**config.mk**
```make
export PLATFORM = sky130hd
export DESIGN_NAME = uart_mp_rx_filter
export DESIGN_NICKNAME = d
export VERILOG_FILES = /design/src/rtl/uart_mpf_pkg.sv /design/src/rtl/uart_mpf_ctrl_reg.sv /design/src/rtl/uart_mpf_rx_gate.sv /design/src/rtl/uart_mpf_irq.sv /design/src/rtl/uart_mp_rx_filter.sv
export SDC_FILE = /design/constraint.sdc
export NUM_CORES = 1
export LEC_CHECK = 0
export BUFFER_PORTS_ARGS = -buffer_cell sky130_fd_sc_hd__buf_2
export CORE_MARGIN = 8
export CORE_UTILIZATION = 35
export CTS_CLUSTER_DIAMETER = 150
export DETAILED_ROUTE_END_ITERATION = 12
export GPL_ROUTABILITY_DRIVEN = 0
export HOLD_SLACK_MARGIN = 0.06
export PLACE_DENSITY_LB_ADDON = 0.2
export SLEW_MARGIN = 25
export SYNTH_ARGS = -nofsm -noshare
export SYNTH_HDL_FRONTEND = slang
export SYNTH_HIERARCHICAL = 1
export SYNTH_SLANG_ARGS = --single-unit
```
**constraint.sdc**
```tcl
create_clock -name clk_i -period 1.5 [get_ports clk_i]
set_clock_uncertainty 0.1 [all_clocks]
set_input_delay 0.15 -clock clk_i [delete_from_list [all_inputs] [get_ports clk_i]]
set_output_delay 0.15 -clock clk_i [all_outputs]
set_load 0.01 [all_outputs]
```
**src/rtl/uart_mpf_pkg.sv**
```systemverilog
package uart_mpf_pkg;
   localparam int unsigned CW_W   = 8;
   localparam int unsigned B_TIE  = 7;
   localparam int unsigned B_RIE  = 6;
   localparam int unsigned B_TE   = 5;
   localparam int unsigned B_RE   = 4;
   localparam int unsigned B_MPIE = 3;
   localparam int unsigned B_RSV  = 2;
   localparam int unsigned CKS_W  = 2;

   typedef struct packed {
      logic             tie;
      logic             rie;
      logic             te;
      logic             re;
      logic             mpie;
      logic [CKS_W-1:0] cks;
   } ctrl_t;

   function automatic ctrl_t unpack_ctrl(input logic [CW_W-1:0] w);
      ctrl_t c;
      c.tie  = w[B_TIE];
      c.rie  = w[B_RIE];
      c.te   = w[B_TE];
      c.re   = w[B_RE];
      c.mpie = w[B_MPIE];
      c.cks  = w[CKS_W-1:0];
      return c;
   endfunction

   function automatic logic [CW_W-1:0] pack_ctrl(input ctrl_t c);
      logic [CW_W-1:0] w;
      w          = '0;
      w[B_TIE]   = c.tie;
      w[B_RIE]   = c.rie;
      w[B_TE]    = c.te;
      w[B_RE]    = c.re;
      w[B_MPIE]  = c.mpie;
      w[B_RSV]   = 1'b0;
      w[CKS_W-1:0] = c.cks;
      return w;
   endfunction
endpackage

```
**src/rtl/uart_mpf_ctrl_reg.sv**
```systemverilog
module uart_mpf_ctrl_reg
   import uart_mpf_pkg::*;
(
   input  logic            clk_i,
   input  logic            rst_ni,
   input  logic            we_i,
   input  logic [CW_W-1:0] wdata_i,
   input  logic            hw_clr_mpie_i,
   output ctrl_t           ctrl_o,
   output logic [CW_W-1:0] rdata_o
);
   ctrl_t ctrl_q, ctrl_d;

   always_comb begin
      ctrl_d = ctrl_q;
      if (we_i) ctrl_d = unpack_ctrl(wdata_i);
      // hardware disarm outranks a simultaneous software write
      if (hw_clr_mpie_i) ctrl_d.mpie = 1'b0;
   end

   always_ff @(posedge clk_i or negedge rst_ni) begin
      if (!rst_ni) ctrl_q <= '0;
      else         ctrl_q <= ctrl_d;
   end

   assign ctrl_o  = ctrl_q;
   assign rdata_o = pack_ctrl(ctrl_q);
endmodule

```
**src/rtl/uart_mpf_rx_gate.sv**
```systemverilog
module uart_mpf_rx_gate
   import uart_mpf_pkg::*;
#(
   parameter int unsigned DATA_W = 8
) (
   input  logic              clk_i,
   input  logic              rst_ni,
   input  ctrl_t             ctrl_i,
   input  logic              mp_mode_i,
   input  logic              async_mode_i,
   input  logic              frm_valid_i,
   input  logic [DATA_W-1:0] frm_data_i,
   input  logic              frm_mpb_i,
   input  logic              frm_ferr_i,
   input  logic              frm_ovr_i,
   input  logic              clr_rxfull_i,
   input  logic              clr_ferr_i,
   input  logic              clr_ovr_i,
   output logic [DATA_W-1:0] data_o,
   output logic              rxfull_o,
   output logic              ferr_o,
   output logic              ovr_o,
   output logic              hw_clr_mpie_o
);
   logic wake_armed, frame_seen, accept;

   assign wake_armed    = ctrl_i.mpie & mp_mode_i & async_mode_i;
   assign frame_seen    = frm_valid_i & ctrl_i.re;
   assign accept        = frame_seen & (~wake_armed | frm_mpb_i);
   assign hw_clr_mpie_o = frame_seen & wake_armed & frm_mpb_i;

   always_ff @(posedge clk_i or negedge rst_ni) begin
      if (!rst_ni) begin
         data_o   <= '0;
         rxfull_o <= 1'b0;
         ferr_o   <= 1'b0;
         ovr_o    <= 1'b0;
      end else begin
         if (accept) data_o <= frm_data_i;
         rxfull_o <= accept ? 1'b1 : (rxfull_o & ~clr_rxfull_i);
         ferr_o   <= (accept & frm_ferr_i) | (ferr_o & ~clr_ferr_i);
         ovr_o    <= (accept & frm_ovr_i)  | (ovr_o  & ~clr_ovr_i);
      end
   end
endmodule

```
**src/rtl/uart_mpf_irq.sv**
```systemverilog
module uart_mpf_irq #(
   parameter bit IRQ_REG = 1'b0
) (
   input  logic clk_i,
   input  logic rst_ni,
   input  logic tx_empty_i,
   input  logic tie_i,
   input  logic rxfull_i,
   input  logic ferr_i,
   input  logic ovr_i,
   input  logic rie_i,
   output logic irq_tx_o,
   output logic irq_rx_o,
   output logic irq_err_o
);
   logic [2:0] req;
   assign req = {tx_empty_i & tie_i, rxfull_i & rie_i, (ferr_i | ovr_i) & rie_i};

   generate
      if (IRQ_REG) begin : g_reg
         logic [2:0] req_q;
         always_ff @(posedge clk_i or negedge rst_ni) begin
            if (!rst_ni) req_q <= '0;
            else         req_q <= req;
         end
         assign {irq_tx_o, irq_rx_o, irq_err_o} = req_q;
      end else begin : g_comb
         assign {irq_tx_o, irq_rx_o, irq_err_o} = req;
      end
   endgenerate
endmodule

```
**src/rtl/uart_mp_rx_filter.sv**
```systemverilog
module uart_mp_rx_filter
   import uart_mpf_pkg::*;
#(
   parameter int unsigned DATA_W  = 8,
   parameter bit          IRQ_REG = 1'b0
) (
   input  logic              clk_i,
   input  logic              rst_ni,
   input  logic              bus_we_i,
   input  logic [CW_W-1:0]   bus_wdata_i,
   output logic [CW_W-1:0]   bus_rdata_o,
   input  logic              mp_mode_i,
   input  logic              async_mode_i,
   input  logic              tx_empty_i,
   input  logic              frm_valid_i,
   input  logic [DATA_W-1:0] frm_data_i,
   input  logic              frm_mpb_i,
   input  logic              frm_ferr_i,
   input  logic              frm_ovr_i,
   input  logic              clr_rxfull_i,
   input  logic              clr_ferr_i,
   input  logic              clr_ovr_i,
   output logic [DATA_W-1:0] rx_data_o,
   output logic              rxfull_o,
   output logic              ferr_o,
   output logic              ovr_o,
   output logic              tx_en_o,
   output logic              rx_en_o,
   output logic [CKS_W-1:0]  clk_sel_o,
   output logic              irq_tx_o,
   output logic              irq_rx_o,
   output logic              irq_err_o
);
   generate
      if (DATA_W < 5 || DATA_W > 9) begin : g_bad_width
         $error("DATA_W must lie between 5 and 9");
      end
   endgenerate

   ctrl_t ctrl;
   logic  hw_clr_mpie;

   uart_mpf_ctrl_reg u_ctrl (
      .clk_i, .rst_ni,
      .we_i          (bus_we_i),
      .wdata_i       (bus_wdata_i),
      .hw_clr_mpie_i (hw_clr_mpie),
      .ctrl_o        (ctrl),
      .rdata_o       (bus_rdata_o)
   );

   uart_mpf_rx_gate #(.DATA_W(DATA_W)) u_gate (
      .clk_i, .rst_ni,
      .ctrl_i        (ctrl),
      .mp_mode_i, .async_mode_i,
      .frm_valid_i, .frm_data_i, .frm_mpb_i, .frm_ferr_i, .frm_ovr_i,
      .clr_rxfull_i, .clr_ferr_i, .clr_ovr_i,
      .data_o        (rx_data_o),
      .rxfull_o, .ferr_o, .ovr_o,
      .hw_clr_mpie_o (hw_clr_mpie)
   );

   uart_mpf_irq #(.IRQ_REG(IRQ_REG)) u_irq (
      .clk_i, .rst_ni,
      .tx_empty_i,
      .tie_i     (ctrl.tie),
      .rxfull_i  (rxfull_o),
      .ferr_i    (ferr_o),
      .ovr_i     (ovr_o),
      .rie_i     (ctrl.rie),
      .irq_tx_o, .irq_rx_o, .irq_err_o
   );

   assign tx_en_o   = ctrl.te;
   assign rx_en_o   = ctrl.re;
   assign clk_sel_o = ctrl.cks;
endmodule

```
Yosys cells after proc, flatten, opt, wreduce, memory -nomap -nowiden --
Cells that the tools add are included.
Word-level totals: bits of input ports 29, output and inout port bits 26, flip-flop bits (word level) 18
Cells by class: bitwise gates (word level) 22, reduce and logical (&&, ||, !) cells 1, mux-type cells 3
Operators with widths (number):
- $and 1x1->1 | 14
- $not 1->1 | 4
- $or 1x1->1 | 4
- $mux 3 | 1
- $mux 1 | 2
- $reduce_bool 2->1 | 1

Longest topological paths before layout --
Gate-level depths: netlist (run 1).
word-level depth 7, gate-level depth with buffers 4

Hierarchy --
The synthesis (run 1) kept the hierarchy.
Modules (own cells, without submodules):
- uart_mpf_rx_gate | area an instance 444.2 um2, cells each 32, sequential area each 275.3 um2, times used 1
- uart_mpf_ctrl_reg | area an instance 354.1 um2, cells each 25, sequential area each 175.2 um2, times used 1
- uart_mpf_irq | area an instance 20.0 um2, cells each 3, sequential area each 0.0 um2, times used 1

Worst setup path after synthesis (run 1) --
OpenSTA, ideal clock, no wires.
kind register -> register, start reg u_ctrl.ctrl_q, in the netlist u_ctrl/ctrl_o[2], end reg u_gate.data_o[0], required time 1.275 ns, arrival 1.084 ns, cell stages (with the launch flop) 5, setup slack 0.191 ns, library setup time 0.125 ns, path through dfrtp_1 > nand3_2 > o211ai_2 > buf_6 > mux2_2
On the way: word-level cells in the longest chain between the ends 5
Ends and longest elaborated chain:
- start: declaration | RTL line uart_mpf_ctrl_reg.sv:12 | ctrl_t ctrl_q, ctrl_d;
- start signal: assignment | RTL line uart_mpf_ctrl_reg.sv:23 | else ctrl_q <= ctrl_d;
- $and 1x1->1 (2 in series) | RTL line uart_mpf_rx_gate.sv:27 | assign wake_armed = ctrl_i.mpie & mp_mode_i & async_mode_i;
- $not 1->1 | RTL line uart_mpf_rx_gate.sv:29 | assign accept = frame_seen & (~wake_armed | frm_mpb_i);
- $or 1x1->1 | RTL line uart_mpf_rx_gate.sv:29
- $and 1x1->1 | RTL line uart_mpf_rx_gate.sv:29
- end signal: assignment | RTL line uart_mpf_rx_gate.sv:39 | if (accept) data_o <= frm_data_i;
- end: declaration | RTL line uart_mpf_rx_gate.sv:19 | output logic [DATA_W-1:0] data_o,
Every way passes these cells. A chain may end at the register's enable or synchronous reset.

Final worst setup path (run 1) --
Same ends and word-level chain as after synthesis.

==> summary.txt, run 1 <==
Worst setup path
  • CP Cell Sequence: nand3_2, o211ai_2, buf_12, mux2_2
  • Buf+Inv Stages, Crit Path: 1
  • CP Launch Type: flop
  • Largest delay share family, worst path: flip-flops
  • Worst EP required: 1.57 ns
  • Critical path class: reg2reg
  • Slowest stage delay, CP: 0.39 ns
  • CP endpoint kind: flop
  • CP max FO: 11
  • Worst path slowest cell: dfrtp_1
  • CP arrival: 1.47 ns

Route
  • Detailed Routing Iterations Pass 1: 2
  • Drt via density: 4.321
  • DR WL/cell: 13.69 um
  • Vias post-DR: 674
  • # DRC: 0
  • Final WL: 2136 um
  • Antenna viol nets, final: 0
  • Detailed Route Iter0 Violations: 4

Synthesis
  • Cell variety after synth: 16
  • Syn_nets: 89
  • Post-Syn Area: 818.3 um2
  • #FFs+latches synth: 18
  • Post-Synthesis Cells: 60
  • Yosys warns: 6
  • Post-Syn Area per Cell: 13.64 um2
  • Sequential share of the synthesized area: 55.05%

Place
  • Port buffer count: 52
  • Dpl ws: 0.1241 ns
  • Hpwl dp: 1559 um

Layout
  • Layout area overhead: 58.56%
  • # nets final: 158
  • Layout cells sized above 1: 57.03%
  • Filler cell count in the final layout: 207
  • # diodes: 0

Floorplan
  • Die Span Y: 64.35 um
  • Die ar.: 0.004141 mm2
  • IO Count: 55
  • Std-Cell Rows: 17
  • Core box area: 0.002212 mm2
  • Die width: 64.35 um
  • Initial Util: 36.99%

Run status
  • Status: complete, no violations

GRT
  • GR Util met2: 20.37%
  • Aggregate global-route resource usage: 10.98%
  • Routing usage on met3: 4.530%
  • Initial antenna violation count: 0
  • Vias in the first global route: 817
  • Largest net degree at the start of global routing: 19
  • GR met1 Demand/Resource: 10.22%
  • First-pass GRT wire length: 3670 um
  • Gr busiest metal: met2
  • Remaining Overflow, GRT: 0

Power
  • PD cells: 962.4 mW/mm2
  • Net Sw Frac: 27.05%
  • Flop pwr share: 48.2%
  • Net Sw Power: 0.3378 mW
  • Clk network pwr share: 23.4%
  • VDD IR max: 0.7395 mV
  • Int Pwr: 0.9108 mW
  • Combinational power share: 28.3%
  • Leakage dissipation: 0.6774 nW

Clocking
  • Worst skew pair latency: 0.29 ns
  • CTS sink count: 18
  • Root buf cell: clkbuf_4
  • TritonCTS clock tree: done
  • Clock Pin Slew Worst Setup and Hold Paths: 0.11 ns
  • H-tree depth: 1
  • Num CTS Buffers: 3
  • CTS resizes: 0
  • CTS Buffer Depth: 2

Timing
  • Final Hold Vio Count: 0
  • Final worst setup slack: 0.1006 ns
  • Setup TNS: 0 ns
  • Final Cycle Share: 93.30%
  • Final Slew Violations: 0
  • RSZ-0062 raised after global routing: no
  • Tmin final: 1.399 ns
  • Fmax: 714.6 MHz
  • Finish-stage setup viols: 0

Worst hold path
  • Hold/Removal Path Class: in2reg

Job
  • MaxCap Viol Count: 0
[registers in the layout (all words and copies together), names as in the netlist]
name and count:
u_gate/ferr_o 1, u_gate/data_o 8, u_gate/rxfull_o 1, u_ctrl/ctrl_o 7
u_gate/ovr_o 1
[layout make-up]
cell class / instances / area [um2] / share of cell area [%]
inverters: 5 / 18.77 / 1.446
multi-input cells: 27 / 266.5 / 20.54
well taps: 28 / 35.03 / 2.700
flip-flops and latches: 18 / 450.4 / 34.72
repair buffers: 74 / 490.5 / 37.80
clock buffers: 4 / 36.28 / 2.797
[metal layers]
layer / share of wire, % / wire (um)
met5: 0 / 0
met4: 0.66 / 14
met3: 7.3 / 155
met2: 55 / 1181
met1: 37 / 784
[power by group through the flow]
stage | clock network [mW] | logic (mW) | registers, mW
3_3_place_gp | 0 | 0.315 | 0.607
2_1_floorplan | 0 | 0.154 | 0.642
3_5_place_dp | 0 | 0.318 | 0.613
6_report | 0.292 | 0.354 | 0.602
5_1_grt | 0.333 | 0.385 | 0.614
4_1_cts | 0.311 | 0.362 | 0.604
[cell usage after synthesis]
library cell	count	area share, %
buf_6	2	2.8
o21ai_0	1	0.61
nor2_1	2	0.92
buf_4	8	7.3
dfrtp_1	18	55
mux2_4	6	11
nand3_2	1	1.2
mux2_2	8	11
o22ai_1	2	1.5
inv_1	5	2.3
nand3_1	1	0.61
mux2i_1	1	1.2
o21a_1	1	0.92
and2_1	2	1.5
o211ai_2	1	1.5
conb_1	1	0.46
[worst paths after layout]
check | start | endpoint | slack (ns) | cells after the start
min reg2reg | u_gate/data_o[7] | u_gate/data_o[7] | 0.41 | 1
min | frm_valid_i | u_ctrl/ctrl_o[2] | 0.09 | 4
max reg2reg | u_ctrl/ctrl_o[2] | u_gate/data_o[0] | 0.10 | 4
max | u_ctrl/ctrl_o[2] | u_gate/data_o[0] | 0.10 | 4
max in group asynchronous | rst_ni | u_gate/data_o[2] | 0.79 | 2
min in group asynchronous | rst_ni | u_ctrl/ctrl_o[0] | 0.21 | 2
[cell usage in the layout (no fill, tap or decap), drive strengths merged]
master and count:
nand3 2, mux2 14, o21ai 1, nor2 2, o211ai 1, o21a 1
dfrtp 18, mux2i 1, o22ai 2, clkbuf 4, and2 2, dlygate4sd3 21
inv 5, conb 1, buf 53
[metrics by stage]
stage | total power [mW] | std cells | util, % | hold WS (ns) | instance area [um2]
6_report | 1.249 | 156 | 58.65 | 0.09068 | 1297
5_1_grt | 1.332 | 156 | 58.65 | 0.1215 | 1297
4_1_cts | 1.277 | 156 | 58.65 | 0.07930 | 1297
3_5_place_dp | 0.9317 | 131 | 47.51 | 0.002727 | 1051
3_3_place_gp | 0.9218 | 131 | 47.51 | 0.003449 | 1051
2_1_floorplan | 0.7963 | 60 | - | -0.2456 | 818.3
[timing repair]
action / in CTS / in global routing
endpoints found under the hold margin: 36 / 0
hold buffers: 21 / 0
setup buffers: 0 / 0
[worst min-delay path, cell delays in order]
cell     delay (ns)
buf_2          0.10
nand3_1        0.07
nor2_1         0.08
nor2_1         0.06
[kinds of logic after synthesis]
| group | share of synthesized area (%) |
|---|---|
| DFF | 55.05 |
| buffers and inverters | 12.39 |
| other | 0.4583 |
| and+or+nand+nor | 4.281 |
| muxes | 23.24 |
| AOI/OAI and AO/OA | 4.586 |
(Power assumes the default switching activity.)
==> run 2, diff against run 1 <==
--- a/config.mk
+++ b/config.mk
@@ -16,5 +16,5 @@
 export SLEW_MARGIN = 25
 export SYNTH_ARGS = -nofsm -noshare
 export SYNTH_HDL_FRONTEND = slang
-export SYNTH_HIERARCHICAL = 1
 export SYNTH_SLANG_ARGS = --single-unit
+export TNS_END_PERCENT = 50
==> summary.txt, run 2 <==
Layout
  • # nets final: 157 (was 158)
  • Multi-input logic area: 279.0 um2 (was 266.5 um2)
  • Core Util, Final: 59.79% (was 58.65%)
  • Filler cell count in the final layout: 186 (was 207)
  • Number of flip-flops in the largest register: 8 (unchanged)
  • Commonest non-fill, non-tap cells in the layout: buf_2, dlygate4sd3_1, dfrtp_1, mux2_2, mux2_4 (unchanged)
  • # diodes: 0 (unchanged)
  • Layout cells sized above 1: 59.84% (was 57.03%)
  • Layout area overhead: 62.07% (was 58.56%)
  • Register area: 450.4 um2 (unchanged)
  • Reg with most FFs: u_gate.data_o (was u_gate/data_o)
  • Most common cell after layout, fill and taps aside: buf_2 (unchanged)

Timing
  • Final Hold Vio Count: 0 (unchanged)
  • Setup TNS: 0 ns (unchanged)
  • Fmax: 726.6 MHz (was 714.6 MHz)
  • Final Cycle Share: 91.75% (was 93.30%)
  • Tmin final: 1.376 ns (was 1.399 ns)
  • Finish-stage setup viols: 0 (unchanged)
  • Hold Worst Slack: 0.09223 ns (was 0.09068 ns)
  • Final Slew Violations: 0 (unchanged)
  • RSZ-0062 raised after global routing: no (unchanged)

GRT
  • Aggregate global-route resource usage: 10.22% (was 10.98%)
  • Initial antenna violation count: 0 (unchanged)
  • Largest net degree at the start of global routing: 19 (unchanged)
  • First-pass GRT wire length: 3450 um (was 3670 um)
  • Vias in the first global route: 773 (was 817)
  • Remaining Overflow, GRT: 0 (unchanged)

Power
  • VDD IR max: 0.5771 mV (was 0.7395 mV)
  • Leakage dissipation: 0.6902 nW (was 0.6774 nW)
  • PD cells: 965.3 mW/mm2 (was 962.4 mW/mm2)

Clocking
  • Worst skew pair latency: 0.28 ns (was 0.29 ns)
  • Clock Pin Slew Worst Setup and Hold Paths: 0.09 ns (was 0.11 ns)
  • Num CTS Buffers: 3 (unchanged)
  • H-tree depth: 1 (unchanged)
  • Root buf cell: clkbuf_4 (unchanged)
  • CTS sink count: 18 (unchanged)
  • TritonCTS clock tree: done (unchanged)
  • CTS resizes: 0 (unchanged)
  • CTS Buffer Depth: 2 (unchanged)

Route
  • Drt via density: 4.381 (was 4.321)
  • Detailed Routing Iterations Pass 1: 2 (unchanged)
  • Antenna viol nets, final: 0 (unchanged)
  • Detailed Route Iter0 Violations: 3 (was 4)
  • Vias post-DR: 679 (was 674)
  • DR WL/cell: 13.39 um (was 13.69 um)
  • # DRC: 0 (unchanged)
  • Final WL: 2076 um (was 2136 um)

Worst setup path
  • Worst R2R End: u_gate.data_o[1] (was u_gate/data_o[0])
  • Critical path class: reg2reg (unchanged)
  • Worst path slowest cell: dfrtp_1 (unchanged)
  • Reg2reg start: u_ctrl.ctrl_o[2] (was u_ctrl/ctrl_o[2])
  • Worst R2R Setup Slack: 0.12 ns (was 0.10 ns)
  • CP arrival: 1.45 ns (was 1.47 ns)
  • CP Launch Type: flop (unchanged)
  • CP Cell Sequence: nand3_2, o211a_1, buf_12, mux2_4 (was nand3_2, o211ai_2, buf_12, mux2_2)
  • CP endpoint kind: flop (unchanged)
  • Worst EP required: 1.57 ns (about the same)
  • CP max FO: 11 (unchanged)
  • Slowest stage delay, CP: 0.39 ns (about the same)
  • Worst r2r path cells: 4 (unchanged)

Synthesis
  • Post-Synthesis Cells: 57 (was 60)
  • Post-synth top cells: dfrtp_1, buf_4, mux2_2, mux2_4, inv_1 (was dfrtp_1, buf_4, mux2_2)
  • Synth area leaders: dfrtp_1, mux2_4, mux2_2, buf_4, a22o_2 (was dfrtp_1, mux2_2, mux2_4, buf_4, buf_6)
  • Sequential share of the synthesized area: 55.73% (was 55.05%)
  • Main synth FF type: dfrtp_1 (unchanged)
  • Cell variety after synth: 17 (was 16)
  • Post-Syn Area per Cell: 14.18 um2 (was 13.64 um2)
  • Yosys warns: 0 (was 6)
  • Most instantiated library cell after synthesis: dfrtp_1 (unchanged)
  • Post-Syn Area: 808.3 um2 (was 818.3 um2)
  • Syn_nets: 86 (was 89)
  • Yosys top cell by area: dfrtp_1 (unchanged)
  • Asr flop ratio synth: 100.0% (unchanged)
  • Post-synth EDFFs: 0 (unchanged)
  • Yosys top cell area share: 55.73% (was 55.05%)
  • #FFs+latches synth: 18 (unchanged)

Place
  • Hpwl dp: 1496 um (was 1559 um)
  • Port buffer count: 52 (unchanged)

Worst hold path
  • Hold Crit Depth: 4 (unchanged)
  • Min-delay src: frm_valid_i (unchanged)
  • Hold/Removal Path Class: in2reg (unchanged)
  • Worst Hold Endpoint: u_ctrl.ctrl_o[2] (was u_ctrl/ctrl_o[2])

Floorplan
  • Std-Cell Rows: 17 (unchanged)
  • Initial Util: 36.89% (was 36.99%)
  • Core box area: 0.002191 mm2 (was 0.002212 mm2)
  • IO Count: 55 (unchanged)
  • Die ar.: 0.004103 mm2 (was 0.004141 mm2)
  • Die width: 64.06 um (was 64.35 um)
  • Die Span Y: 64.06 um (was 64.35 um)

Job
  • MaxCap Viol Count: 0 (unchanged)

Run status
  • Status: complete, no violations (unchanged)
run 2: cells by family after synthesis:
| logic type | synth area share, % |
|---|---|
| AO/OA/AOI/OAI | 5.728 |
| flip-flops | 55.73 |
| buffers and inverters | 9.752 |
| multiplexers | 23.99 |
| other | 0.4640 |
| AND/OR/NAND/NOR | 4.334 |
run 2: what timing repair did:
item | in CTS | in global routing
hold buffers | 21 | 0
hold endpoints to repair | 36 | 0
buffers inserted | 0 | 0
run 2: worst max-delay path by stage:
stage | cells after the start | start | to
2_1_floorplan | 4 | u_ctrl.ctrl_o[2] | u_gate.data_o[1]
3_3_place_gp | 4 | u_ctrl.ctrl_o[2] | u_gate.data_o[7]
3_5_place_dp | 4 | u_ctrl.ctrl_o[2] | u_gate.data_o[1]
4_1_cts | 4 | u_ctrl.ctrl_o[2] | u_gate.data_o[1]
5_1_grt | 4 | u_ctrl.ctrl_o[2] | u_gate.data_o[6]
6_report | 4 | u_ctrl.ctrl_o[2] | u_gate.data_o[1]
run 2: through the flow:
stage | setup slack [ns] | power [mW] | cells | instance area [um2]
3_3_place_gp | 0.1613 | 0.9429 | 130 | 1064
5_1_grt | 0.06356 | 1.348 | 155 | 1310
2_1_floorplan | 0.1359 | 0.8076 | 57 | 808.3
6_report | 0.1238 | 1.265 | 155 | 1310
4_1_cts | 0.1127 | 1.288 | 155 | 1310
3_5_place_dp | 0.1328 | 0.9513 | 130 | 1064
run 2: area by class of cell:
type	count	share of cell area, %
repair buffers	75	38.01
flip-flops and latches	18	34.38
multi-input cells	27	21.30
clock buffers	4	2.770
well taps	28	2.674
inverters	3	0.8596
run 2: layer usage:
layer	track usage, %	wire (um)
met1	10.23	789
met2	17.31	1001
met3	6.620	285
met4	2.507	0
met5	0	0
run 2: critical path: cells and delay by family (launching register included):
kind	cells	cell delay [ns]
multiplexers	1	0.29
AO/OA/AOI/OAI	1	0.24
AND/OR/NAND/NOR	1	0.08
buffers and inverters	1	0.16
flip-flops	1	0.39
run 2: where the power goes:
group | leakage (nW) | internal, mW | switching [mW]
logic | 0.455 | 0.225 | 0.152
registers | 0.214 | 0.559 | 0.0443
clock network | 0.0210 | 0.148 | 0.137
